### src/rtl/dtg_pkg.sv
package dtg_pkg;
  localparam int CW        = 12;      // configuration / coordinate width
  localparam int TW        = CW + 2;  // line and period sums
  localparam int VW        = CW + 3;  // vertical count in half-line units
  localparam int DLY_W     = 5;
  localparam int DLY_MAX   = 30;
  localparam int CH2_TRIM  = 2;       // delay reduction on the secondary channel

  typedef struct packed {
    logic [CW-1:0] h_act;
    logic [CW-1:0] h_fp;
    logic [CW-1:0] h_sw;
    logic [CW-1:0] h_lead;
    logic [CW-1:0] v_act;
    logic [CW-1:0] v_fp;
    logic [CW-1:0] v_sw;
    logic [CW-1:0] v_lead;
    logic          interlace;
    logic          hs_low;
    logic          vs_low;
    logic          force_hi;
    logic          secondary;
  } dtg_cfg_t;

  // active lines carried by one field
  function automatic logic [CW-1:0] field_lines(input dtg_cfg_t c);
    return c.interlace ? (c.v_act >> 1) : c.v_act;
  endfunction
endpackage

### src/rtl/dtg_shadow.sv
module dtg_shadow
  import dtg_pkg::*;
(
  input  logic             clk,
  input  logic             rst_n,
  input  dtg_cfg_t         cfg_in,
  input  logic             frame_end,
  output dtg_cfg_t         cfg_q,
  output logic             run_q,
  output logic [DLY_W-1:0] clk_delay
);
  logic     load_en;
  logic     run_d;
  dtg_cfg_t cfg_d;
  logic [CW:0] blank, halved, trimmed;

  // capture once after reset, then only on the frame boundary
  always_comb begin
    load_en = !run_q || frame_end;
    cfg_d   = load_en ? cfg_in : cfg_q;
    run_d   = 1'b1;
  end

  always_ff @(posedge clk or negedge rst_n) begin
    if (!rst_n) begin
      cfg_q <= '0;
      run_q <= 1'b0;
    end else begin
      cfg_q <= cfg_d;
      run_q <= run_d;
    end
  end

  // vertical blanking -> alignment delay
  always_comb begin
    blank  = {1'b0, cfg_q.v_fp} + {1'b0, cfg_q.v_lead};
    halved = cfg_q.interlace ? (blank >> 1) : blank;
    if (cfg_q.secondary)
      trimmed = (halved >= (CW+1)'(CH2_TRIM)) ? halved - (CW+1)'(CH2_TRIM) : '0;
    else
      trimmed = halved;
    clk_delay = (trimmed > (CW+1)'(DLY_MAX)) ? DLY_W'(DLY_MAX) : trimmed[DLY_W-1:0];
  end
endmodule

### src/rtl/dtg_counters.sv
module dtg_counters
  import dtg_pkg::*;
(
  input  logic          clk,
  input  logic          rst_n,
  input  logic          run,
  input  dtg_cfg_t      cfg,
  output logic [TW-1:0] h_cnt,
  output logic [VW-1:0] v_cnt,
  output logic [TW-1:0] line,
  output logic          field,
  output logic          half_mode,
  output logic          frame_end
);
  logic [TW-1:0] htot, vlines, h_d;
  logic [VW-1:0] vlast, vstep, v_d;
  logic          line_end, field_end, f_d;

  always_comb begin
    htot      = TW'(cfg.h_act) + TW'(cfg.h_fp) + TW'(cfg.h_lead);
    vlines    = TW'(field_lines(cfg)) + TW'(cfg.v_fp) + TW'(cfg.v_lead);
    half_mode = cfg.secondary && !cfg.interlace;
    vstep     = half_mode ? VW'(2) : VW'(1);
    vlast     = half_mode ? ((VW'(vlines) << 1) - VW'(2)) : (VW'(vlines) - VW'(1));
    line_end  = (h_cnt == htot - TW'(1));
    field_end = line_end && (v_cnt == vlast);
    frame_end = run && field_end && (!cfg.interlace || field);
    line      = half_mode ? TW'(v_cnt >> 1) : TW'(v_cnt);
  end

  always_comb begin
    h_d = h_cnt;
    v_d = v_cnt;
    f_d = field;
    if (run) begin
      if (line_end) begin
        h_d = '0;
        if (field_end) begin
          v_d = '0;
          f_d = cfg.interlace && !field;
        end else begin
          v_d = v_cnt + vstep;
        end
      end else begin
        h_d = h_cnt + TW'(1);
      end
    end
  end

  always_ff @(posedge clk or negedge rst_n) begin
    if (!rst_n) begin
      h_cnt <= '0;
      v_cnt <= '0;
      field <= 1'b0;
    end else begin
      h_cnt <= h_d;
      v_cnt <= v_d;
      field <= f_d;
    end
  end
endmodule

### src/rtl/dtg_decode.sv
module dtg_decode
  import dtg_pkg::*;
(
  input  logic          run,
  input  logic [TW-1:0] h_cnt,
  input  logic [TW-1:0] line,
  input  logic          field,
  input  dtg_cfg_t      cfg,
  output logic          de,
  output logic          hsync,
  output logic          vsync,
  output logic          frame_start,
  output logic          hs_inv,
  output logic [CW-1:0] pix_x,
  output logic [CW-1:0] pix_y
);
  logic          h_in, v_in, hs_raw, vs_raw, vs_inv;
  logic [TW-1:0] hx, vy;

  always_comb begin
    hx     = h_cnt - TW'(cfg.h_lead);
    vy     = line - TW'(cfg.v_lead);
    h_in   = (h_cnt >= TW'(cfg.h_lead)) && (hx < TW'(cfg.h_act));
    v_in   = (line >= TW'(cfg.v_lead)) && (vy < TW'(field_lines(cfg)));
    de     = run && h_in && v_in;
    pix_x  = de ? hx[CW-1:0] : '0;
    pix_y  = de ? vy[CW-1:0] : '0;
    hs_raw = run && (h_cnt < TW'(cfg.h_sw));
    vs_raw = run && (line < TW'(cfg.v_sw));
    hs_inv = cfg.hs_low && !cfg.force_hi;
    vs_inv = cfg.vs_low && !cfg.force_hi;
    hsync  = hs_raw ^ hs_inv;
    vsync  = vs_raw ^ vs_inv;
    frame_start = run && (h_cnt == '0) && (line == '0) && !field;
  end
endmodule

### src/rtl/disp_timing_gen.sv
module disp_timing_gen
  import dtg_pkg::*;
(
  input  logic             clk,
  input  logic             rst_n,
  input  logic [CW-1:0]    cfg_h_active,
  input  logic [CW-1:0]    cfg_h_front,
  input  logic [CW-1:0]    cfg_h_sync,
  input  logic [CW-1:0]    cfg_h_lead,
  input  logic [CW-1:0]    cfg_v_active,
  input  logic [CW-1:0]    cfg_v_front,
  input  logic [CW-1:0]    cfg_v_sync,
  input  logic [CW-1:0]    cfg_v_lead,
  input  logic             cfg_interlace,
  input  logic             cfg_hs_low,
  input  logic             cfg_vs_low,
  input  logic             cfg_force_high,
  input  logic             sec_chan,
  output logic [CW-1:0]    pix_x,
  output logic [CW-1:0]    pix_y,
  output logic             hsync,
  output logic             vsync,
  output logic             de,
  output logic             field,
  output logic             frame_start,
  output logic [DLY_W-1:0] clk_delay
);
  dtg_cfg_t      cfg_in, cfg_q;
  logic          run_q, frame_end, half_mode, hs_inv;
  logic [TW-1:0] h_cnt, line;
  logic [VW-1:0] v_cnt;

  always_comb begin
    cfg_in.h_act     = cfg_h_active;
    cfg_in.h_fp      = cfg_h_front;
    cfg_in.h_sw      = cfg_h_sync;
    cfg_in.h_lead    = cfg_h_lead;
    cfg_in.v_act     = cfg_v_active;
    cfg_in.v_fp      = cfg_v_front;
    cfg_in.v_sw      = cfg_v_sync;
    cfg_in.v_lead    = cfg_v_lead;
    cfg_in.interlace = cfg_interlace;
    cfg_in.hs_low    = cfg_hs_low;
    cfg_in.vs_low    = cfg_vs_low;
    cfg_in.force_hi  = cfg_force_high;
    cfg_in.secondary = sec_chan;
  end

  dtg_shadow u_shadow (
    .clk(clk), .rst_n(rst_n), .cfg_in(cfg_in), .frame_end(frame_end),
    .cfg_q(cfg_q), .run_q(run_q), .clk_delay(clk_delay)
  );

  dtg_counters u_cnt (
    .clk(clk), .rst_n(rst_n), .run(run_q), .cfg(cfg_q),
    .h_cnt(h_cnt), .v_cnt(v_cnt), .line(line), .field(field),
    .half_mode(half_mode), .frame_end(frame_end)
  );

  dtg_decode u_dec (
    .run(run_q), .h_cnt(h_cnt), .line(line), .field(field), .cfg(cfg_q),
    .de(de), .hsync(hsync), .vsync(vsync), .frame_start(frame_start),
    .hs_inv(hs_inv), .pix_x(pix_x), .pix_y(pix_y)
  );
endmodule

### config.mk
export PLATFORM = sky130hd
export DESIGN_NAME = disp_timing_gen
export DESIGN_NICKNAME = d
export VERILOG_FILES = /design/src/rtl/dtg_pkg.sv /design/src/rtl/dtg_shadow.sv /design/src/rtl/dtg_counters.sv /design/src/rtl/dtg_decode.sv /design/src/rtl/disp_timing_gen.sv
export SDC_FILE = /design/constraint.sdc
export NUM_CORES = 1
export LEC_CHECK = 0
export ABC_AREA = 1
export BUFFER_PORTS_ARGS = -buffer_cell sky130_fd_sc_hd__clkbuf_2
export CAP_MARGIN = 20
export CORE_MARGIN = 2
export CORE_UTILIZATION = 40
export DETAILED_ROUTE_END_ITERATION = 16
export GPL_TIMING_DRIVEN = 0
export SYNTH_ARGS = -nofsm -noshare
export SYNTH_HDL_FRONTEND = slang
export SYNTH_SLANG_ARGS = --single-unit
### constraint.sdc
create_clock -name clk -period 6.7 [get_ports clk]
set_clock_uncertainty 0.1 [all_clocks]
set_input_delay 1.34 -clock clk [delete_from_list [all_inputs] [get_ports clk]]
set_output_delay 1.34 -clock clk [all_outputs]
set_load 0.05 [all_outputs]
---- Word level (Yosys, flattened, before mapping) ----
Index checks and enable logic that the tools add are counted.
cells by class
  reductions and logical operators ........ 26
  eq/ne operators ......................... 2
  mux-type cells .......................... 12
  multipliers ............................. 0
  add/sub/neg operators ................... 13
  shifts and indexed selects .............. 0
  bitwise gates (word level) .............. 2
  div/mod/pow operators ................... 0
  order comparisons ....................... 8
operators by type and width
  cell                   number
  $lt 14x12->1           4
  $add 12x12->13         3
  $mux 13                3
  $mux 12                3
  $mux 15                2
  $add 14x12->14         2
  $ge 14x12->1           2
  $logic_not 14->1       2
  $mux 14                2
  $sub 14x12->14         2
  $logic_and 1x1->1      16
  $add 15x15->15         1
  $eq 15x15->1           1
  $sub 14x1->15 const B  1
  $sub 15x2->15 const B  1
  $add 14x1->14 const B  1
  $eq 14x14->1           1
  $sub 14x1->14 const B  1
  $ge 13x2->1 const B    1
  $gt 13x5->1 const B    1
  $sub 13x2->13 const B  1
  $mux 5                 1
  $logic_not 1->1        4
  $reduce_and 3->1       1
  other kinds (4)        6
storage, ports and cells
  memories ................................ 0
  bits in latches ......................... 0
  bits in read-only memories .............. 0
  register bits ........................... 132
  word-level logic and storage cells ...... 80
  output and inout bits ................... 34
  bits of input ports ..................... 103
  memory bits (writable) .................. 0

---- Logic depth before layout (Yosys ltp) ----
  depth in word-level cells ............... 10
  depth in mapped cells ................... 44
  mapped depth without buffers ............ 40

---- Modules after synthesis ----
A second synthesis with hierarchy kept.
unflattened totals
  cell total of the unflattened synthesis .. 1812
  area, all modules ....................... 13422.9 um^2
modules (own cells, without submodules)
  module        seq. area each (um^2)  area an instance (um^2)  times used  cells each
  dtg_counters  750.7                  5265.0                   1           830
  dtg_shadow    2552.4                 5210.0                   1           490
  dtg_decode    0.0                    2947.8                   1           492

---- Worst setup path after synthesis ----
Ideal clock, no wire load.
  kind .................................... register to output
  start ................................... register u_shadow.cfg_q[0] (netlist name)
  end ..................................... output port pix_x[10]
  stages on the path, launching flop included .. 31
  path buffers ............................ 5
  data arrival time ....................... 5.390 ns
  setup slack ............................. -0.130 ns
  data required time ...................... 5.260 ns
  cell sequence ........................... dfrtp_1 -> buf_2 -> nand2_1 -> buf_2 -> clkbuf_1 -> clkbuf_1 -> nand2_1 -> o21ai_0 -> ha_1 -> a21oi_1 -> o21ai_0 -> a21oi_1 -> o21bai_1 -> a21o_1 -> a21oi_1 -> nand3b_1 -> nand2_1 -> nand2_1 -> nand2_1 -> a21oi_1 -> xor2_1 -> inv_1 -> ha_1 -> a2111oi_0 -> nand4_1 -> nor2_1 -> o211ai_1 -> nor3_1 -> nand3_1 -> buf_2 -> nor2_1
between the ends
  word-level cells in the longest chain between the ends .. 7
  elaborated cells between the ends (all ways) .. 8
  those cells by class .................... add/sub (1); order compare (2); mux (2); reduce/logical (3)
RTL lines
  what                 RTL line               source
  $logic_and 1x1->1 *  dtg_counters.sv:22     half_mode = cfg.secondary && !cfg.interlace;
  $mux 14 *            dtg_counters.sv:28     line = half_mode ? TW'(v_cnt >> 1) : TW'(v_cnt);
  $sub 14x12->14       dtg_decode.sv:22       vy = line - TW'(cfg.v_lead);
  $lt 14x12->1         dtg_decode.sv:24       v_in = (line >= TW'(cfg.v_lead)) && (vy < TW'(field_lines(cfg)));
  $logic_and 1x1->1 *  dtg_decode.sv:24
  $logic_and 1x1->1 *  dtg_decode.sv:25       de = run && h_in && v_in;
  $mux 12 *            dtg_decode.sv:26       pix_x = de ? hx[CW-1:0] : '0;
  end, declared        disp_timing_gen.sv:19  output logic [CW-1:0] pix_x,
Every way passes the cells marked *; elsewhere a longest branch is shown, timed or not.

---- Final worst setup path ----
  start ................................... register u_shadow.cfg_q[4] (netlist name)
  end ..................................... output port pix_y[3]
between the ends
  word-level cells in the longest chain between the ends .. 8
  elaborated cells between the ends (all ways) .. 10
  those cells by class .................... add/sub (1); order compare (2); mux (3); reduce/logical (4)
RTL lines
  what               RTL line               source
  $logic_not 1->1    dtg_counters.sv:22
  $logic_and 1x1->1  dtg_counters.sv:22
  $mux 14            dtg_counters.sv:28
  $sub 14x12->14     dtg_decode.sv:22
  $lt 14x12->1       dtg_decode.sv:24
  $logic_and 1x1->1  dtg_decode.sv:24
  $logic_and 1x1->1  dtg_decode.sv:25
  $mux 12 *          dtg_decode.sv:27       pix_y = de ? vy[CW-1:0] : '0;
  end, declared      disp_timing_gen.sv:20  output logic [CW-1:0] pix_y,
Marks and branches as above.

==> results by group <==
Outcome
  – Status: completed

Timing
  – Pins Over Slew Limit: 0
  – Hold Vio Cnt, Final: 0
  – Slew @ Worst Pin: about 0.98 ns
  – Hold slack: 0.403 ns
  – Tmin final: 6.49 ns
  – Max Clock Freq: 0.154 GHz
  – Period utilization: 0.968
  – # setup viols final: 0
  – Max-slew headroom: 0.342

Floorplanning
  – Die width: 185 um
  – Row Count: 66
  – CORE AREA: ~32000 um2
  – Die Y: ~190 um
  – I/O pin cnt: 137
  – Die ar.: roughly 34000 um2
  – Initial Utilization: 0.405

Power and ir drop
  – Maximum VDD drop: approximately 160 uV
  – PD cells: 280 nW/um2
  – PnR Total Power: 4450 uW
  – LEAKAGE: 0.00860 uW

Synthesis
  – Asr flop ratio synth: 1.00
  – Yosys warning count: 0
  – Post-Synth Adder-Cell Area: 0.151
  – Yosys cell types: 50
  – EDFF count, synth: 0
  – Simple-Gate Fraction of Synth Area: 0.355
  – Largest family of logic cells by synthesized area: simple AND/OR/NAND/NOR gates
  – Netlist Area Pre-Place: around 13000 um2
  – Ys flop type: dfrtp_1
  – Post-synthesis mux area share: 0
  – #FFs+latches synth: between 100 and 150
  – Seq/Total Area, Yosys: 0.251
  – Area fraction in compound gates after synthesis: 0.0867
  – Cells after synthesis: about 2000
  – Avg Cell Area, Syn: 6.68 um2
  – Mapped Nets: 2225
  – XOR/XNOR Fraction of Synth Area: 0.0486

GRT
  – Vias in the first global route: ~13000
  – GRT Util Overall: 0.256
  – Met3 Use GR: 0.0273
  – Gr busiest metal: met2
  – Grt met1 use: 0.339
  – Largest net degree at the start of global routing: 81
  – Global-route wire length before repair: 68100 um
  – Grt met2 use: 0.442
  – GRT overflow: 0
  – Initial antenna violation count: 0

Placed design
  – Dpl hpwl: about 34000 um
  – # port buffers: 136
  – Final weighted congestion in routability-driven placement: between 0.9 and 1
  – # placed instances: 2547

Cells and area
  – Layout area overhead: 20.9%
  – Fill cells: ~3300
  – Non-filler instance count after layout: 2601
  – Most used cells in the layout excluding fill and tap cells: nand2_1, inv_1, nand3_1
  – Share of cells above drive strength 1: 0.160
  – Ant diodes: 0
  – Commonest non-fill, non-tap cell in the layout: nand2_1
  – Nets: 2403

Drt
  – DR pass1 iterations: 5
  – First DRT Iteration DRCs: 796
  – Post-route DRC: 0
  – WL/cell: 16.3 um
  – Routed Antenna Nets: 0
  – Vias/cell: 5.09
  – Via count: 13200
  – Routed WL: 42500 um

Worst setup path
  – Worst-path cell chain: inv_2 -> nand2_8 -> clkbuf_16 -> o21ai_0 -> ha_1 -> a21oi_1 -> nand2_2 -> nand2_2 -> nand2_2 -> a21oi_2 -> xor2_1 -> inv_1 -> ha_4 -> a2111oi_4 -> nand4_1 -> nor2_1 -> o211ai_1 -> nor3_2 -> nand3_4 -> buf_12 -> buf_12 -> nor2_4 -> buf_8
  – Worst setup EP type: output port
  – Crit-path max FO: 6
  – Slowest CP cell: o21ai_0
  – Max incr delay on CP: 0.76 ns
  – Delay-heaviest family, CP: compound AO/OA/AOI/OAI gates
  – Buffers & Inverters on Critical Path: 6
  – CP dominant cell by count: nand2_2
  – WS Path Type: flop to output port
  – CP required: 5.26 ns
  – CP arrival: 5.05 ns
  – Startpoint types: flop

Clocking
  – CTS H-tree lvls: 4
  – Clk slew on worst S/H paths: 0.07 ns
  – Clock buffer count from CTS: 17
  – Clk sinks: 132
  – Clock Root Buffer: clkbuf_16
  – Hold_buf cts: 0
  – Clk Latency, worst-skew pair: 0.44 ns
  – CTS tree: yes
  – Clock Tree Buf Depth: 2

Worst hold path
  – HP Class: flop to flop

Job
  – # Max-Cap Violations: 0
## through the flow
stage	TNS, ns	utilization	worst slack, ns	instance area, um2
after global routing	-0.759	0.490	-0.0448	15900
final	0	0.490	0.214	15900
after floorplan	-2.47	-	-0.130	13200
after detailed placement	-36.61	0.444	-1.28	14400
after global placement	-32.57	0.443	-1.31	14400
after CTS	-0.283	0.485	-0.0554	15700
## logic make-up after synthesis
group | after synthesis
xor+xnor | 73
buf+inv | 332
flops | 132
simple gates | 1077
fa+ha+maj | 154
compound gates | 199
other cells | 1
## final timing paths
| path | cells after the start | slack, ns | to | start |
|---|---|---|---|---|
| max | 23 | 0.21 | pix_y[3] | u_shadow.cfg_q[4] |
| min | 2 | 0.40 | u_shadow.cfg_q[3] | u_shadow.cfg_q[3] |
| max reg2reg | 37 | 0.54 | u_shadow.cfg_q[5] | u_shadow.cfg_q[4] |
| min reg2reg | 2 | 0.40 | u_shadow.cfg_q[3] | u_shadow.cfg_q[3] |
| max in group asynchronous | 2 | 4.98 | u_shadow.cfg_q[39] | rst_n |
| min in group asynchronous | 1 | 0.75 | u_shadow.cfg_q[55] | rst_n |
## flip-flops by register name (all words and copies together) (netlist names)
register,flops
u_cnt.v_cnt,15
u_cnt.h_cnt,14
u_shadow.cfg_q,101
u_cnt.field,1
u_shadow.run_q,1
## worst reg2reg max path, delay by kind of cell, from the launching register on
family | cells | cell delay [ns]
adders and majority gates | 2 | 0.73
DFF | 1 | 0.42
buffers and inverters | 7 | 1.19
AOI/OAI and AO/OA | 7 | 1.43
and+or+nand+nor | 20 | 2.09
xor gates and xnor gates | 1 | 0.15
## power by group
part	internal, uW	switching [uW]
logic	921	1650
registers	868	92.0
clock network	494	421
## synth_stat cells, types with 11 or more instances
cell        n  share of area
nand2_1   567           0.16
inv_1     270          0.077
nand3_1   234          0.089
nor2_1    149          0.043
ha_1      146           0.14
dfrtp_1   132           0.25
a21oi_1    87          0.033
o21ai_0    56          0.021
xor2_1     48          0.032
nand4_1    34          0.016
xnor2_1    25          0.017
nor3_1     24         0.0091
nand2_2    20         0.0095
buf_6      17          0.015
clkbuf_1   17         0.0049
or2_2      16         0.0076
inv_2      11         0.0031
o21bai_1   11         0.0063
## final cells by class
| type | instances | area (um2) | area share |
|---|---|---|---|
| multi-input combinational | 1504 | 8800 | 0.553 |
| sequential | 132 | 3300 | 0.208 |
| timing repair buffer | 163 | 1200 | 0.0756 |
| inverter | 281 | 1060 | 0.0666 |
| tap | 442 | 553 | 0.0348 |
| clock buffer | 18 | 439 | 0.0276 |
| buffer | 47 | 430 | 0.0271 |
| clock inverter | 14 | 118 | 0.00739 |
## per-layer routing
layer / routed length (um) / vias up / share of wire
met4: 1010 / 0 / 0.024
met3: 1920 / 55 / 0.045
met1: 19300 / 6129 / 0.45
met5: 0 / - / 0
met2: 20300 / 313 / 0.48
li1: - / 6746 / -
## repair_timing
item	4_1_cts	5_1_grt
setup endpoints to repair	125	140
pin swaps	21	19
hold endpoints to repair	0	0
setup buffers	16	8
cloned	2	0
gates resized for setup	147	50
Note: power is estimated with default switching activity, not from simulation.
